File: config.mk
export PLATFORM = sky130hd
export DESIGN_NAME = fsk_zc_demod
export DESIGN_NICKNAME = d
export VERILOG_FILES = /design/src/rtl/fsk_demod_pkg.sv /design/src/rtl/fsk_edge_sync.sv /design/src/rtl/fsk_halfper_meas.sv /design/src/rtl/fsk_thresh_sel.sv /design/src/rtl/fsk_classify.sv /design/src/rtl/fsk_vote_filter.sv /design/src/rtl/fsk_zc_demod.sv
export SDC_FILE = /design/constraint.sdc
export NUM_CORES = 1
export LEC_CHECK = 0
export BUFFER_PORTS_ARGS = -buffer_cell sky130_fd_sc_hd__buf_2
export CORE_MARGIN = 3
export CORE_UTILIZATION = 53
export DETAILED_ROUTE_END_ITERATION = 6
export MAX_ROUTING_LAYER = met4
export PLACE_DENSITY = 0.72
export SETUP_SLACK_MARGIN = 0.02
export SYNTH_ARGS = -nofsm -noshare
export SYNTH_HDL_FRONTEND = slang
export SYNTH_SLANG_ARGS = --single-unit
File: constraint.sdc
create_clock -name clk -period 6.2 [get_ports clk]
set_input_delay 1.24 -clock clk [delete_from_list [all_inputs] [get_ports clk]]
set_output_delay 1.24 -clock clk [all_outputs]
set_load 0.05 [all_outputs]
File: src/rtl/fsk_demod_pkg.sv
package fsk_demod_pkg;

  localparam longint BELL_MARK_HZ  = 1200;
  localparam longint BELL_SPACE_HZ = 2200;
  localparam longint BELL_TOL_PM   = 10;
  localparam longint V23_MARK_HZ   = 1300;
  localparam longint V23_SPACE_HZ  = 2100;
  localparam longint V23_TOL_PM    = 15;

  // shortest accepted half-period (fast space tone, minus tolerance)
  function automatic longint hp_low(input longint fclk, input longint fspace, input longint tol);
    return (fclk * 1000) / (2 * fspace * (1000 + tol));
  endfunction

  // longest accepted half-period (slow mark tone, plus tolerance), rounded up
  function automatic longint hp_high(input longint fclk, input longint fmark, input longint tol);
    return (fclk * (1000 + tol) + 2 * fmark * 1000 - 1) / (2 * fmark * 1000);
  endfunction

  // decision point between the two nominal half-periods
  function automatic longint hp_mid(input longint fclk, input longint fmark, input longint fspace);
    return ((fclk / (2 * fmark)) + (fclk / (2 * fspace))) / 2;
  endfunction

endpackage

File: src/rtl/fsk_edge_sync.sv
module fsk_edge_sync #(
  parameter int SYNC_STAGES = 2
) (
  input  logic clk,
  input  logic rst,
  input  logic din,
  output logic edge_stb
);
  localparam int MSB = SYNC_STAGES - 1;

  logic [SYNC_STAGES-1:0] sr;
  logic                   prev;

  always_ff @(posedge clk) begin
    if (rst) begin
      sr   <= '0;
      prev <= 1'b0;
    end else begin
      sr   <= {sr[SYNC_STAGES-2:0], din};
      prev <= sr[MSB];
    end
  end

  assign edge_stb = sr[MSB] ^ prev;
endmodule

File: src/rtl/fsk_halfper_meas.sv
module fsk_halfper_meas #(
  parameter int CNT_W = 12
) (
  input  logic             clk,
  input  logic             rst,
  input  logic             edge_stb,
  output logic [CNT_W-1:0] meas_cnt
);
  localparam logic [CNT_W-1:0] CNT_MAX = '1;
  localparam logic [CNT_W-1:0] CNT_ONE = CNT_W'(1);

  always_ff @(posedge clk) begin
    if (rst) begin
      meas_cnt <= CNT_MAX;
    end else if (edge_stb) begin
      meas_cnt <= CNT_ONE;
    end else if (meas_cnt != CNT_MAX) begin
      meas_cnt <= meas_cnt + CNT_ONE;
    end
  end
endmodule

File: src/rtl/fsk_thresh_sel.sv
module fsk_thresh_sel
  import fsk_demod_pkg::*;
#(
  parameter int CNT_W     = 12,
  parameter int CLK_HI_HZ = 3579545,
  parameter int CLK_LO_HZ = 455000
) (
  input  logic             mode_v23,
  input  logic             clk_sel,
  output logic [CNT_W-1:0] lim_lo,
  output logic [CNT_W-1:0] lim_mid,
  output logic [CNT_W-1:0] lim_hi
);
  localparam int NTAB = 4;

  logic [CNT_W-1:0] lo_tab  [NTAB];
  logic [CNT_W-1:0] mid_tab [NTAB];
  logic [CNT_W-1:0] hi_tab  [NTAB];

  for (genvar gm = 0; gm < 2; gm++) begin : g_plan
    for (genvar gc = 0; gc < 2; gc++) begin : g_clk
      localparam longint FCLK = (gc == 1) ? longint'(CLK_HI_HZ) : longint'(CLK_LO_HZ);
      localparam longint FM   = (gm == 1) ? V23_MARK_HZ  : BELL_MARK_HZ;
      localparam longint FS   = (gm == 1) ? V23_SPACE_HZ : BELL_SPACE_HZ;
      localparam longint TOL  = (gm == 1) ? V23_TOL_PM   : BELL_TOL_PM;
      assign lo_tab [gm*2+gc] = CNT_W'(hp_low (FCLK, FS, TOL));
      assign mid_tab[gm*2+gc] = CNT_W'(hp_mid (FCLK, FM, FS));
      assign hi_tab [gm*2+gc] = CNT_W'(hp_high(FCLK, FM, TOL));
    end
  end

  logic [1:0] idx;
  assign idx = {mode_v23, clk_sel};

  always_comb begin
    lim_lo  = lo_tab[idx];
    lim_mid = mid_tab[idx];
    lim_hi  = hi_tab[idx];
  end
endmodule

File: src/rtl/fsk_classify.sv
module fsk_classify #(
  parameter int CNT_W = 12
) (
  input  logic [CNT_W-1:0] meas,
  input  logic [CNT_W-1:0] lim_lo,
  input  logic [CNT_W-1:0] lim_mid,
  input  logic [CNT_W-1:0] lim_hi,
  output logic             in_band,
  output logic             is_mark
);
  always_comb begin
    in_band = (meas >= lim_lo) && (meas <= lim_hi);
    is_mark = (meas > lim_mid);
  end
endmodule

File: src/rtl/fsk_vote_filter.sv
module fsk_vote_filter #(
  parameter int WIN      = 5,
  parameter int VOTE_MIN = 3
) (
  input  logic           clk,
  input  logic           rst,
  input  logic           push,
  input  logic           bit_in,
  output logic [WIN-1:0] hist,
  output logic           vote_out
);
  localparam int CW = $clog2(WIN + 1);

  logic [CW-1:0] ones;

  always_comb begin
    ones = '0;
    for (int i = 0; i < WIN; i++) begin
      ones = ones + CW'(hist[i]);
    end
  end

  always_ff @(posedge clk) begin
    if (rst) begin
      hist     <= '1;
      vote_out <= 1'b1;
    end else begin
      if (push) begin
        hist <= {hist[WIN-2:0], bit_in};
      end
      vote_out <= (ones >= CW'(VOTE_MIN));
    end
  end
endmodule

File: src/rtl/fsk_zc_demod.sv
module fsk_zc_demod #(
  parameter int CNT_W       = 12,
  parameter int CLK_HI_HZ   = 3579545,
  parameter int CLK_LO_HZ   = 455000,
  parameter int SYNC_STAGES = 2,
  parameter int VOTE_WIN    = 5,
  parameter int VOTE_MIN    = 3
) (
  input  logic clk,
  input  logic rst,
  input  logic mode_v23,
  input  logic clk_sel,
  input  logic fsk_in,
  output logic data_out
);
  logic                edge_stb;
  logic [CNT_W-1:0]    meas_cnt;
  logic [CNT_W-1:0]    lim_lo, lim_mid, lim_hi;
  logic                in_band, is_mark;
  logic [VOTE_WIN-1:0] hist;

  fsk_edge_sync #(.SYNC_STAGES(SYNC_STAGES)) u_sync (
    .clk(clk), .rst(rst), .din(fsk_in), .edge_stb(edge_stb)
  );

  fsk_halfper_meas #(.CNT_W(CNT_W)) u_meas (
    .clk(clk), .rst(rst), .edge_stb(edge_stb), .meas_cnt(meas_cnt)
  );

  fsk_thresh_sel #(.CNT_W(CNT_W), .CLK_HI_HZ(CLK_HI_HZ), .CLK_LO_HZ(CLK_LO_HZ)) u_thr (
    .mode_v23(mode_v23), .clk_sel(clk_sel),
    .lim_lo(lim_lo), .lim_mid(lim_mid), .lim_hi(lim_hi)
  );

  fsk_classify #(.CNT_W(CNT_W)) u_cls (
    .meas(meas_cnt), .lim_lo(lim_lo), .lim_mid(lim_mid), .lim_hi(lim_hi),
    .in_band(in_band), .is_mark(is_mark)
  );

  fsk_vote_filter #(.WIN(VOTE_WIN), .VOTE_MIN(VOTE_MIN)) u_vote (
    .clk(clk), .rst(rst), .push(edge_stb && in_band), .bit_in(is_mark),
    .hist(hist), .vote_out(data_out)
  );
endmodule

==> impl_results.md <==
- Hold-critical path depth: 1
- Global placement routability congestion: slightly below 0.9
- Buffers added on ports: 5
- Critical path type: input port to flip-flop
- Crit end category: flip-flop
- First-pass GRT wire length: 5930 um
- Max IR drop VDD: 0.000257 V
- Post-layout util: 0.599
- Final Hold Viols: 0
- Final nets: 226
- GRT overflow: 0
- Final WS setup: 2.99 ns
- Fmax: 0.311 GHz
- Largest net degree at the start of global routing: 14
- Setup TNS: 0 ns
- Hold Buf Count CTS: 0
- Slowest CP cell: a211oi_4
- Worst hold path type: flip-flop to flip-flop
- Share of layout cells above drive strength 1: 0.0579
- Worst EP arrival: 3.45 ns
- Antenna-violating nets left: 0
- Simple-gate share of the synthesized area: 0.179
- Most frequent cells in the layout: ha_1, dfxtp_1, o21ai_0, inv_1, nor2_1
- Die span in y: 62.0 um
- Drt drc: 0
- Syn_nets: 224
- Area fraction in compound gates after synthesis: 0.151
- CTS Buf Count: 3
- Routed WL: about 3500 um
- Synth Area in XOR/XNOR: 0.0843
- Initial antenna violation count: 0
- Critical path depth: 10
- Mean Syn Cell Area: 8.79 um^2
- Number of synthesized register bits: 21
- Post-Synth Adder-Cell Area: 0.235
- CP peak stage delay: 0.41 ns
- CTS Buffer Depth: 2
- Post-CTS sizing: 0
- Post-CTS Setup Inserts: 0
- Die W: 62.0 um
- Final setup vio count: 0
- Largest family of logic cells by synthesized area: adder cells
- Sequential share of the synthesized area: 0.253
- DP Wirelength: roughly 2900 um
- WP buf/inv: 2
- Vias: 1,358
- Top_reg_cell synth: dfxtp_1
- Mapped Area: 1660 um^2
- Clk_lat worst skew: around 0.30 ns
- Slew HR: 0.517
- Max Cap Viol: 0
- Initial DRC count: 66
- Crit path cell chain: buf_2 -> inv_1 -> ha_1 -> ha_1 -> nand2_1 -> nor2_1 -> a2111oi_0 -> o2111ai_1 -> a211oi_4 -> mux2i_1
- Asr flop ratio synth: 0
- Crit-path leading delay family: compound AO/OA/AOI/OAI gates
- Core Area: approximately 2900 um^2
- R2r worst-path depth: 7
- Antenna Cells: 0
- H-tree Lvls: 1
- Die ar.: 3840 um^2
- CP required: 6.44 ns
- Pwr dens: 323 nW/um^2
- Leakage: 0.722 nW
- Slew @ Worst Pin: slightly above 0.7 ns
- Number of flops mapped to enable cells by yosys: 0
- Most frequent CP cell: ha_1
- Place WS: between 2 and 3 ns
- CTS tree: built
- Fin. max-slew vios: 0
- Num ports: 6
- Clk sinks: 21
- Pre-Repair DR Iteration Count: 4
- Tcrit/Tclk final: 0.518
- Syn. warnings: 0
- Routed vias/inst: between 5 and 6
- Root Buffer: clkbuf_4
- Min Hold Slack: 0.460 ns
- Vias in the first global route: 1,322
- Setup Skew: 0.00503 ns
- Syn Inst Count: ~190
- Worst Path Max Fanout: 7
- Clock period minus worst slack: 3.21 ns
- Synth top area share: 0.253
- Netlist cell types: 38
- Row Count: 19
- Initial core utilization: 0.578
- Most common cell after layout, fill and taps aside: ha_1
- Mux cell area share after synthesis: 0.0361
- Crit start category: input port
- CTS clock-pin slew for the worst setup and hold paths: 0.12 ns
- RSZ-0062 raised after global routing: no
- Area leader, netlist: dfxtp_1
- Area growth, synth to finish: 3.61%
- WL/cell: 15.3 um
- Status: complete, no violations
- FILL cells: 258
- Tot GR Track Use: 0.216
- Top post-synthesis cells by area: dfxtp_1, ha_1, xnor2_1, o21ai_0, mux2i_1
- Power Total: 0.556 mW
==> layout make-up <==
| class | instances | area, um^2 | area share |
|---|---|---|---|
| sequential | 21 | 420 | 0.244 |
| clock buffer | 3 | 22.5 | 0.0131 |
| tap | 42 | 52.6 | 0.0305 |
| inverter | 15 | 56.3 | 0.0327 |
| multi-input combinational | 145 | 1140 | 0.662 |
| timing repair buffer | 5 | 25.0 | 0.0145 |
| clock inverter | 1 | 5.00 | 0.00291 |
==> registers in the layout, indices dropped and copies added (netlist names) <==
| signal | cells |
|---|---|
| u_vote.hist | 5 |
| u_sync.sr | 2 |
| u_meas.meas_cnt | 12 |
| u_vote.vote_out | 1 |
| u_sync.prev | 1 |
==> layer usage <==
layer	share of wire	vias to the layer above	track usage	routed length, um
li1	-	671	-	-
met1	0.46	657	0.274	1630
met2	0.49	24	0.355	1730
met3	0.033	6	0.0227	116
met4	0.018	0	0.0758	64
met5	0	-	-	0
==> path summary, 6_finish.rpt <==
path,start,slack [ns],endpoint
setup / recovery,clk_sel,2.99,u_vote.hist[2]
hold / removal,u_sync.sr[0],0.46,u_sync.sr[1]
setup reg to reg,u_meas.meas_cnt[1],3.99,u_vote.hist[2]
hold reg to reg,u_sync.sr[0],0.46,u_sync.sr[1]
==> cells by family after synthesis <==
family,count (synthesis)
AO/OA/AOI/OAI,39
AND/OR/NAND/NOR,54
buffers and inverters,23
adder cells (fa/ha/maj),30
XOR/XNOR,16
flip-flops,21
multiplexers,6
==> worst register-to-register path, stage by stage (launching register included) <==
cell,delay [ns]
dfxtp_1,0.53
ha_1,0.30
nand2_1,0.09
nor2_1,0.04
a2111oi_0,0.32
o2111ai_1,0.22
a211oi_4,0.41
mux2i_1,0.23
==> cells in the mapped netlist, drive strengths merged (3+ instances only) <==
master	number
ha	28
dfxtp	21
o21ai	18
inv	15
nor2	15
xnor2	10
nand3	8
a21oi	7
nand4	7
mux2i	6
xor2	6
nand2	5
nor2b	5
buf	4
clkbuf	4
a2111oi	3
nand2b	3
nor3	3
o211ai	3
==> through the flow <==
stage          area (um^2)  instances
2_1_floorplan         1660        189
3_3_place_gp          1690        228
3_5_place_dp          1690        228
4_1_cts               1720        232
5_1_grt               1720        232
6_report              1720        232
==> report_power, final <==
group / switching [mW] / leakage (nW) / internal [mW]
sequential: 0.0681 / 0.173 / 0.163
clock: 0.0425 / 0.0177 / 0.0240
combinational: 0.138 / 0.531 / 0.121
total: 0.248 / 0.722 / 0.308
Power figures use the tool's default switching activity.
